<file path="src/rtl/dpx_pkg.sv">
package dpx_pkg;

  localparam int DATA_W = 32;
  localparam int ADDR_W = 8;
  localparam int BANK_W = 4;
  localparam int IR_W   = 4;
  localparam int ACK_W  = 3;

  localparam logic [IR_W-1:0]  IR_DPORT = 4'hA;
  localparam logic [IR_W-1:0]  IR_APORT = 4'hB;

  localparam logic [1:0] FLD_CTRL = 2'd1;
  localparam logic [1:0] FLD_BSEL = 2'd2;
  localparam logic [1:0] FLD_RBUF = 2'd3;

  localparam logic [ACK_W-1:0] ACK_GOOD = 3'b010;
  localparam logic [ACK_W-1:0] ACK_BUSY = 3'b001;

  localparam logic [DATA_W-1:0] STICKY_MASK = 32'h0000_0022;

  typedef enum logic [1:0] {
    ST_OK     = 2'd0,
    ST_TMO    = 2'd1,
    ST_BADACK = 2'd2,
    ST_STICKY = 2'd3
  } dpx_status_e;

  function automatic logic [BANK_W-1:0] bank_of(input logic [ADDR_W-1:0] a);
    return a[7:4];
  endfunction

  function automatic logic wants_idle(input logic ap, input logic [ADDR_W-1:0] a);
    return ap && ((a == 8'h0C) || (a[7:4] == 4'h1));
  endfunction

  function automatic logic [DATA_W-1:0] select_word(input logic [7:0] apn,
                                                     input logic [BANK_W-1:0] b);
    return {apn, 16'h0000, b, 4'h0};
  endfunction

  function automatic logic sticky_seen(input logic [DATA_W-1:0] v);
    return (v & STICKY_MASK) != '0;
  endfunction

  function automatic logic power_ok(input logic [DATA_W-1:0] v);
    return v[31:28] == 4'hF;
  endfunction

endpackage

</file>
<file path="src/rtl/dpx_bank_cache.sv">
module dpx_bank_cache #(
  parameter int BW = 4
) (
  input  logic          clk,
  input  logic          rst_n,
  input  logic [BW-1:0] probe_bank,
  input  logic          load,
  input  logic [BW-1:0] load_bank,
  output logic          hit
);
  logic          vld_q;
  logic [BW-1:0] bank_q;

  always_ff @(posedge clk or negedge rst_n) begin
    if (!rst_n) begin
      vld_q  <= 1'b0;
      bank_q <= '0;
    end else if (load) begin
      vld_q  <= 1'b1;
      bank_q <= load_bank;
    end
  end

  assign hit = vld_q && (bank_q == probe_bank);
endmodule

</file>
<file path="src/rtl/dpx_wait_timer.sv">
module dpx_wait_timer #(
  parameter int LIMIT = 4096
) (
  input  logic clk,
  input  logic rst_n,
  input  logic clear,
  input  logic run,
  output logic expired
);
  localparam int CW = $clog2(LIMIT + 1);
  localparam logic [CW-1:0] LIM = CW'(LIMIT);

  logic [CW-1:0] cnt_q;

  assign expired = (cnt_q >= LIM);

  always_ff @(posedge clk or negedge rst_n) begin
    if (!rst_n)          cnt_q <= '0;
    else if (clear)      cnt_q <= '0;
    else if (run && !expired) cnt_q <= cnt_q + 1'b1;
  end
endmodule

</file>
<file path="src/rtl/dpx_seq.sv">
module dpx_seq
  import dpx_pkg::*;
#(
  parameter int IDLE_W = 8
) (
  input  logic              clk,
  input  logic              rst_n,
  input  logic              req_valid,
  output logic              req_ready,
  input  logic              req_ap,
  input  logic [ADDR_W-1:0] req_addr,
  input  logic              req_rnw,
  input  logic [DATA_W-1:0] req_wdata,
  input  logic              req_chk,
  input  logic [7:0]        ap_num,
  input  logic [IDLE_W-1:0] idle_tck,
  input  logic              bank_hit,
  output logic              cache_load,
  output logic [BANK_W-1:0] cache_bank,
  output logic              tmr_clear,
  output logic              tmr_run,
  input  logic              tmr_expired,
  output logic              scan_valid,
  output logic [IR_W-1:0]   scan_ir,
  output logic [1:0]        scan_addr,
  output logic              scan_rnw,
  output logic [DATA_W-1:0] scan_wdata,
  output logic [IDLE_W-1:0] scan_idle,
  input  logic              scan_done,
  input  logic [ACK_W-1:0]  scan_ack,
  input  logic [DATA_W-1:0] scan_rdata,
  output logic              done,
  output logic [DATA_W-1:0] rdata,
  output logic [1:0]        status,
  output logic              pwr_lost
);
  typedef enum logic [3:0] {
    S_IDLE, S_SEL, S_MAIN, S_RBUF, S_CKRD, S_CKBUF,
    S_CLRW, S_RERD, S_REBUF, S_FIN
  } seq_state_e;

  seq_state_e        st_q;
  logic              ap_q, rnw_q, chk_q;
  logic [ADDR_W-1:0] addr_q;
  logic [DATA_W-1:0] wdata_q, ctrl_q, rdata_q;
  logic [7:0]        apn_q;
  logic [IDLE_W-1:0] idle_q;
  dpx_status_e       status_q;
  logic              pwr_q;
  logic              accept;

  assign req_ready  = (st_q == S_IDLE);
  assign accept     = req_valid && req_ready;
  assign tmr_clear  = accept;
  assign tmr_run    = (st_q != S_IDLE);
  assign cache_load = (st_q == S_SEL) && scan_done;
  assign cache_bank = bank_of(addr_q);

  always_ff @(posedge clk or negedge rst_n) begin
    if (!rst_n) begin
      st_q     <= S_IDLE;
      ap_q     <= 1'b0;
      rnw_q    <= 1'b0;
      chk_q    <= 1'b0;
      addr_q   <= '0;
      wdata_q  <= '0;
      ctrl_q   <= '0;
      rdata_q  <= '0;
      apn_q    <= '0;
      idle_q   <= '0;
      status_q <= ST_OK;
      pwr_q    <= 1'b0;
    end else begin
      unique case (st_q)
        S_IDLE: if (accept) begin
          ap_q     <= req_ap;
          rnw_q    <= req_rnw;
          chk_q    <= req_chk;
          addr_q   <= req_addr;
          wdata_q  <= req_wdata;
          apn_q    <= ap_num;
          idle_q   <= idle_tck;
          rdata_q  <= '0;
          status_q <= ST_OK;
          pwr_q    <= 1'b0;
          st_q     <= (req_ap && !bank_hit) ? S_SEL : S_MAIN;
        end
        S_SEL: if (scan_done) st_q <= S_MAIN;
        S_MAIN: if (scan_done) begin
          if (rnw_q)      st_q <= S_RBUF;
          else if (chk_q) st_q <= S_CKRD;
          else            st_q <= S_FIN;
        end
        S_RBUF: if (scan_done) begin
          rdata_q <= scan_rdata;
          st_q    <= chk_q ? S_CKRD : S_FIN;
        end
        S_CKRD: if (scan_done) st_q <= S_CKBUF;
        S_CKBUF: if (scan_done) begin
          if (scan_ack == ACK_GOOD) begin
            ctrl_q <= scan_rdata;
            pwr_q  <= !power_ok(scan_rdata);
            st_q   <= sticky_seen(scan_rdata) ? S_CLRW : S_FIN;
          end else if (scan_ack == ACK_BUSY) begin
            if (tmr_expired) begin
              status_q <= ST_TMO;
              st_q     <= S_FIN;
            end else begin
              st_q     <= S_CKRD;
            end
          end else begin
            status_q <= ST_BADACK;
            st_q     <= S_FIN;
          end
        end
        S_CLRW:  if (scan_done) st_q <= S_RERD;
        S_RERD:  if (scan_done) st_q <= S_REBUF;
        S_REBUF: if (scan_done) begin
          status_q <= ST_STICKY;
          st_q     <= S_FIN;
        end
        S_FIN:   st_q <= S_IDLE;
        default: st_q <= S_IDLE;
      endcase
    end
  end

  always_comb begin
    scan_valid = 1'b1;
    scan_ir    = IR_DPORT;
    scan_addr  = FLD_RBUF;
    scan_rnw   = 1'b1;
    scan_wdata = '0;
    scan_idle  = '0;
    unique case (st_q)
      S_SEL: begin
        scan_addr  = FLD_BSEL;
        scan_rnw   = 1'b0;
        scan_wdata = select_word(apn_q, bank_of(addr_q));
      end
      S_MAIN: begin
        scan_ir    = ap_q ? IR_APORT : IR_DPORT;
        scan_addr  = addr_q[3:2];
        scan_rnw   = rnw_q;
        scan_wdata = rnw_q ? '0 : wdata_q;
        scan_idle  = wants_idle(ap_q, addr_q) ? idle_q : '0;
      end
      S_RBUF, S_CKBUF, S_REBUF: scan_addr = FLD_RBUF;
      S_CKRD, S_RERD:           scan_addr = FLD_CTRL;
      S_CLRW: begin
        scan_addr  = FLD_CTRL;
        scan_rnw   = 1'b0;
        scan_wdata = ctrl_q | STICKY_MASK;
      end
      default: scan_valid = 1'b0;
    endcase
  end

  assign done     = (st_q == S_FIN);
  assign rdata    = rdata_q;
  assign status   = status_q;
  assign pwr_lost = pwr_q;
endmodule

</file>
<file path="src/rtl/dpx_engine.sv">
module dpx_engine
  import dpx_pkg::*;
#(
  parameter int IDLE_W      = 8,
  parameter int TIMEOUT_CYC = 4096
) (
  input  logic              clk,
  input  logic              rst_n,
  input  logic              req_valid,
  output logic              req_ready,
  input  logic              req_ap,
  input  logic [7:0]        req_addr,
  input  logic              req_rnw,
  input  logic [31:0]       req_wdata,
  input  logic              req_chk,
  input  logic [7:0]        ap_num,
  input  logic [IDLE_W-1:0] idle_tck,
  output logic              scan_valid,
  output logic [3:0]        scan_ir,
  output logic [1:0]        scan_addr,
  output logic              scan_rnw,
  output logic [31:0]       scan_wdata,
  output logic [IDLE_W-1:0] scan_idle,
  input  logic              scan_done,
  input  logic [2:0]        scan_ack,
  input  logic [31:0]       scan_rdata,
  output logic              done,
  output logic [31:0]       rdata,
  output logic [1:0]        status,
  output logic              pwr_lost
);
  // named internal events, observed by the bound checker
  logic              bank_hit;
  logic              cache_load;
  logic [BANK_W-1:0] cache_bank;
  logic              tmr_clear;
  logic              tmr_run;
  logic              tmo_expired;
  logic              accept;

  assign accept = req_valid && req_ready;

  dpx_bank_cache #(.BW(BANK_W)) u_cache (
    .clk        (clk),
    .rst_n      (rst_n),
    .probe_bank (bank_of(req_addr)),
    .load       (cache_load),
    .load_bank  (cache_bank),
    .hit        (bank_hit)
  );

  dpx_wait_timer #(.LIMIT(TIMEOUT_CYC)) u_timer (
    .clk     (clk),
    .rst_n   (rst_n),
    .clear   (tmr_clear),
    .run     (tmr_run),
    .expired (tmo_expired)
  );

  dpx_seq #(.IDLE_W(IDLE_W)) u_seq (
    .clk         (clk),
    .rst_n       (rst_n),
    .req_valid   (req_valid),
    .req_ready   (req_ready),
    .req_ap      (req_ap),
    .req_addr    (req_addr),
    .req_rnw     (req_rnw),
    .req_wdata   (req_wdata),
    .req_chk     (req_chk),
    .ap_num      (ap_num),
    .idle_tck    (idle_tck),
    .bank_hit    (bank_hit),
    .cache_load  (cache_load),
    .cache_bank  (cache_bank),
    .tmr_clear   (tmr_clear),
    .tmr_run     (tmr_run),
    .tmr_expired (tmo_expired),
    .scan_valid  (scan_valid),
    .scan_ir     (scan_ir),
    .scan_addr   (scan_addr),
    .scan_rnw    (scan_rnw),
    .scan_wdata  (scan_wdata),
    .scan_idle   (scan_idle),
    .scan_done   (scan_done),
    .scan_ack    (scan_ack),
    .scan_rdata  (scan_rdata),
    .done        (done),
    .rdata       (rdata),
    .status      (status),
    .pwr_lost    (pwr_lost)
  );
endmodule

</file>
<file path="config.mk">
export PLATFORM = sky130hd
export DESIGN_NAME = dpx_engine
export DESIGN_NICKNAME = d
export VERILOG_FILES = /design/src/rtl/dpx_pkg.sv /design/src/rtl/dpx_bank_cache.sv /design/src/rtl/dpx_wait_timer.sv /design/src/rtl/dpx_seq.sv /design/src/rtl/dpx_engine.sv
export SDC_FILE = /design/constraint.sdc
export NUM_CORES = 1
export LEC_CHECK = 0
export BUFFER_PORTS_ARGS = -buffer_cell sky130_fd_sc_hd__buf_4
export CORE_MARGIN = 4
export CORE_UTILIZATION = 47
export DETAILED_ROUTE_END_ITERATION = 12
export PLACE_DENSITY = 0.8
export SLEW_MARGIN = 20
export SYNTH_ARGS = -nofsm -noshare
export SYNTH_HDL_FRONTEND = slang
export SYNTH_SLANG_ARGS = --single-unit
</file>
<file path="constraint.sdc">
create_clock -name clk -period 2 [get_ports clk]
set_clock_uncertainty 0.15 [all_clocks]
set_input_delay 0.3 -clock clk [delete_from_list [all_inputs] [get_ports clk]]
set_output_delay 0.3 -clock clk [all_outputs]
set_load 0.005 [all_outputs]
</file>
# ---- Word level (Yosys, flattened, before mapping)
# Index checks and enable logic that the tools add are counted.
dict set report totals {
  wordCells 112
  ff_bits 148
  output_inout_bits 85
}
dict set report op_classes {
  mux 42
  magnitude_cmp 1
  n_eq_ne 27
  reduce_logical 26
  addsub 1
}
# cell n
set ops {}
lappend ops {{32-bit 2-to-1 mux} 3}
lappend ops {{32-bit case mux with 3 select lines} 1}
lappend ops {{4-bit 2-to-1 mux} 16}
lappend ops {{32-bit case mux with 2 select lines} 1}
lappend ops {{4-bit case mux with 9 select lines} 1}
lappend ops {{32-bit nonzero test} 1}
lappend ops {{13-bit 2-to-1 mux} 2}
lappend ops {{2-bit inequality test (second input constant)} 10}
lappend ops {{4-bit by 3-bit equality test with 1-bit output (second input constant)} 4}
lappend ops {{8-bit 2-to-1 mux} 2}
lappend ops {{2-bit 2-to-1 mux} 7}
lappend ops {{13-bit by 1-bit adder with 13-bit output (second input constant)} 1}
lappend ops {{13-bit greater-or-equal comparator (second input constant)} 1}
lappend ops {{4-bit equality test (second input constant)} 3}
lappend ops {{2-bit case mux with 3 select lines} 2}
lappend ops {{9-bit AND reduction} 1}
lappend ops {{4-bit by 1-bit equality test with 1-bit output (second input constant)} 2}
lappend ops {{4-bit by 2-bit equality test with 1-bit output (second input constant)} 2}
lappend ops {{8-bit by 4-bit equality test with 1-bit output (second input constant)} 1}
lappend ops {{8-bit OR reduction} 1}
lappend ops {{1-bit logical AND} 6}
lappend ops {{3-bit AND reduction} 2}
lappend ops {{6-bit AND reduction} 1}
lappend ops {{2-bit nonzero test} 3}
lappend ops {{other kinds (16)} 23}

# ---- Longest topological paths before layout
dict set report depth {
  word_depth 7
  depth_mapped 9
}

# ---- Cells and area by module
# Synthesis repeated with hierarchy kept, for this count alone.
dict set report unflattened {
  hier_cells 709
  area_unflattened_um2 6826.5
}
# module cells_per_inst area_each_um2 instances
set by_module_without_submodules {}
lappend by_module_without_submodules {dpx_seq 618 5888.1 1}
lappend by_module_without_submodules {dpx_wait_timer 70 706.9 1}
lappend by_module_without_submodules {dpx_bank_cache 21 231.5 1}

# ---- Worst setup path before layout
# No wires, ideal clock.
dict set report synth_timing {
  path_kind {register to output}
  startpoint {reg u_seq.st_q[0]}
  endpoint {out scan_wdata[25]}
  setup_slack_ps -163
  path_stages_with_launch 7
  t_required_ps 1550
  arrival_ps 1713
  n_path_buf 2
  cell_sequence {dfrtp_1 > clkbuf_1 > nand2b_1 > nor4_1 > clkbuf_1 > a222oi_1 > inv_1}
}
dict set report synth_via {
  elab_chain_len 2
  word_cells_on_any_way 4
  cone_classes {eq/ne (3); mux (1)}
}
# element line
set synth_rtl {}
lappend synth_rtl {{from (decl)} dpx_seq.sv:42} ;# seq_state_e st_q;
lappend synth_rtl {{from (signal assigned)} dpx_seq.sv:86} ;# st_q <= (req_ap && !bank_hit) ? S_SEL : S_MAIN;
lappend synth_rtl {{from (signal assigned)} dpx_seq.sv:96} ;# st_q <= chk_q ? S_CKRD : S_FIN;
lappend synth_rtl {{from (signal assigned)} dpx_seq.sv:103} ;# st_q <= sticky_seen(scan_rdata) ? S_CLRW : S_FIN;
lappend synth_rtl {{4-bit by 3-bit equality test with 1-bit output (tied with other cells)} dpx_seq.sv:135} ;# unique case (st_q)
lappend synth_rtl {{32-bit case mux with 3 select lines *} dpx_seq.sv:135}
lappend synth_rtl {{to (decl)} dpx_engine.sv:22} ;# output logic [31:0] scan_wdata,
# Mark *: on every way between the ends. The rest lies on a longest branch, timed or not.

# ---- Final worst setup path
dict set report layout_timing {
  startpoint {reg u_seq.st_q[2]}
  endpoint {out scan_wdata[7]}
}
# The elaborated chain is that of the path after synthesis.

==> results.py <==
metrics = {
    "synthesis": {
        "yosys.cell_types.count": 52,
        "synth_cells": 691,
        "synth_edf_count": 0,
        "synth_area_per_cell_sq_um": 9.49,
        "async_reset_ff_share_pct": 100,
        "ys.flop_type": "dfrtp_1",
        "synth_area_sq_mm": 0.00656,
        "synth_seq_cells": 146,
        "synth_warnings": 0,
        "ys_seq_area_share_pct": 55.7,
    },
    "clock_network": {
        "cts_buffers": 17,
        "clk_latency_ns": 0.43,
        "cts_sinks": 146,
        "cts_tree": "done",
        "root_buffer": "clkbuf_16",
        "clk_path_buf_depth": 2,
        "htree_levels": 4,
        "path_clk_slew_ns": 0.06,
    },
    "cells_and_area": {
        "instances_no_fill": 1213,
        "layout_common_cells": "197 x buf_4, 145 x dfrtp_1, 142 x nand2_1",
        "fin_nets": 1122,
        "area_delta_synth_final_pct": 75.4,
        "multiInputGateArea_sq_mm": 0.00343,
        "regArea_sq_mm": 0.00365,
        "drive_above_1_share_pct": 48.0,
        "final_common_cell": "buf_4",
        "nFillCells": 633,
    },
    "routing": {
        "ant_nets": 0,
        "drt_iter0_drc": 807,
        "drc": 0,
        "routedWlPerCell_microns": 22.9,
        "vias_per_cell": 5.84,
        "routed_wirelength_microns": 27700,
        "first_pass_iters": 8,
        "dr_total_vias": 7088,
    },
    "worst_setup_path": {
        "start_kind": "register",
        "r2r_setup_slack_ns": -0.32,
        "cpMaxStageDelayCell": "a222oi_1",
        "slowest_delay_ns": 0.47,
        "required_ns": 1.55,
        "crit_buf_inv": 4,
        "worstPathMaxFanout": 7,
        "critPathTopFamily": "buffers and inverters",
        "cp_num_cells": 7,
        "end_kind": "primary output",
        "crit_type": "reg -> out",
        "reg2reg_depth": 8,
        "crit_top_cell": "buf_4",
        "cp.arrival_ns": 2.09,
        "path_cells": "buf_4 > nand2b_1 > nor2_4 > buf_4 > a222oi_1 > inv_1 > buf_4",
    },
    "global_routing": {
        "grt_remaining_overflow": 0,
        "grtUsageTotal_pct": 27.8,
        "met3_usage_pct": 6.18,
        "grt_pass1_vias": 6710,
        "grt_pass1_wl_microns": 34800,
        "busiest_layer": "met2",
        "grtUsageMet1_pct": 33.9,
        "use_met2_pct": 48.4,
        "grt_antenna_before_repair": 1,
        "grt_max_degree": 85,
    },
    "die": {
        "std_cell_rows": 42,
        "die_y_microns": 126,
        "num_io_pins": 183,
        "start_util_pct": 48.8,
        "die_w_microns": 126,
        "die-area_sq_mm": 0.0159,
        "core_sq_mm": 0.0135,
    },
    "placed_design": {
        "place.detailed.hpwl_microns": 13200,
        "port_buffers": 179,
        "dp.cells": 1047,
        "post-place-ws_ns": -0.198,
        "gp_congestion": 0.940,
    },
    "power_and_ir_drop": {
        "switchingPower_w": 0.00587,
        "ir_worst_vdd_v": 0.000959,
        "p_clk_share_pct": 21.9,
        "seqPwrFrac_pct": 29.9,
        "internal_power_w": 0.00984,
        "p_leak_nw": 5.84,
        "p_comb_share_pct": 48.2,
        "powerDensity_mw_per_mm2": 1360,
        "sw_frac_of_total_pct": 37.4,
    },
    "sta": {
        "hold_viol_final": 0,
        "timing.final.ws_setup_ns": -0.535,
        "drv_slew": 0,
        "setup_viol": 142,
        "fmax_ghz": 0.394,
        "grt_setup_unrepaired": "true",
        "period_share_pct": 127,
        "min_period_ns": 2.54,
    },
    "run_status": {
        "violations": "setup timing",
        "status": "finished, violations left",
    },
    "worst_hold_path": {
        "hold_class": "in -> reg",
        "worstHoldPathCells": 3,
    },
    "run": {
        "maxCapViolCount": 0,
    },
}
==> worst paths after layout <==
kind	from	endpoint
min in group asynchronous	rst_n	u_seq.idle_q[5]
max reg2reg	u_seq.st_q[0]	u_timer.cnt_q[8]
min reg2reg	u_seq.rdata[31]	u_seq.rdata[31]
max	u_seq.st_q[2]	scan_wdata[7]
max in group asynchronous	rst_n	u_seq.st_q[1]
min	scan_rdata[1]	u_seq.rdata[1]
==> power groups by stage <==
stage / clock [W] / sequential, W / combinational [W]
after floorplan: 0 / 0.00435 / 0.00254
after global placement: 0 / 0.00452 / 0.00428
after detailed placement: 0 / 0.00454 / 0.00438
after CTS: 0.00341 / 0.00452 / 0.00546
after global routing: 0.00356 / 0.00475 / 0.00798
final: 0.00343 / 0.00470 / 0.00757
==> cell usage after synthesis, drive strengths merged, types with 2 or more instances <==
master	n	area share (%)
nand2	240	14
dfrtp	146	56
o21ai	51	3.9
mux2	38	6.5
nor2	30	1.7
buf	24	2.0
inv	24	1.4
a22o	20	2.7
clkbuf	20	1.1
a222oi	11	1.7
xor2	10	1.3
nor3	8	0.61
a21oi	7	0.59
nand3	7	0.53
nand2b	6	0.57
and3	4	0.38
nand4	4	0.38
nor3b	4	0.53
xnor2	4	0.53
and2	2	0.19
conb	2	0.11
nor2b	2	0.19
o211ai	2	0.23
o22ai	2	0.19
o31ai	2	0.23
==> sequential cells by signal, indices dropped and copies added, names as in the netlist <==
register	flops
u_seq.idle_q	8
u_seq.apn_q	8
u_seq.status	2
u_seq.addr_q	8
u_seq.chk_q	1
u_cache.vld_q	1
u_seq.rnw_q	1
u_seq.wdata_q	32
u_seq.st_q	4
u_seq.rdata	32
u_seq.pwr_lost	1
u_cache.bank_q	4
u_seq.ap_q	1
u_seq.ctrl_q	30
u_timer.cnt_q	13
==> timing repair <==
item,CTS,global route
setup buffers,16,11
endpoints found under the setup margin,128,156
gates resized for setup,35,248
cloned,7,12
pin swaps,8,119
hold buffers,91,0
hold endpoints to repair,266,0
==> metal layers <==
| layer | vias up | part of all wire (%) |
|---|---|---|
| li1 | 2981 | - |
| met4 | 0 | 5.3 |
| met2 | 437 | 53 |
| met3 | 134 | 7.3 |
| met5 | - | 0 |
| met1 | 3536 | 35 |
==> through the flow <==
stage               hold WS, ns  power [W]  utilization [%]  setup TNS [ns]  instance area, sq um
finish                   0.0764     0.0157             85.5          -37.42                 11500
global route             0.0702     0.0163             85.5          -44.63                 11500
CTS                      0.0115     0.0134             77.2          -20.04                 10400
detailed placement        0.170    0.00891             62.6           -7.92                  8420
global placement          0.168    0.00880             62.6           -5.55                  8420
floorplan                -0.146    0.00689                -       -0.000644                  6630
==> area by class of cell <==
cell class / count / area share, %
Timing Repair Buffer: 354 / 30.1
Clock inverter: 10 / 1.35
Tap cell: 176 / 1.91
Sequential cell: 146 / 31.8
Multi-Input combinational cell: 479 / 29.8
Antenna cell: 1 / 0.0217
Inverter: 25 / 0.859
Clock buffer: 22 / 4.12
==> worst reg2reg max path, stage by stage, from the launching register on <==
cell      delay [ns]
dfrtp_1         0.39
buf_4           0.20
or4_4           0.54
clkinv_4        0.10
buf_6           0.12
mux2i_4         0.34
nor3_1          0.11
xnor2_1         0.18
nor2_1          0.08
==> cell families (layout without fill, tap and decap cells) <==
family                   Yosys count  after routing  synth area share (%)
adder cells (fa/ha/maj)            1              1                 0.191
other                              2              4                 0.115
XOR/XNOR                          14             14                  1.87
buffers and inverters             69            411                  4.64
flip-flops                       146            146                  55.7
multiplexers                      39             39                  6.68
AO/OA/AOI/OAI                    105            107                  10.8
AND/OR/NAND/NOR                  315            315                  20.0
Note: power is estimated with default switching activity, not from simulation.
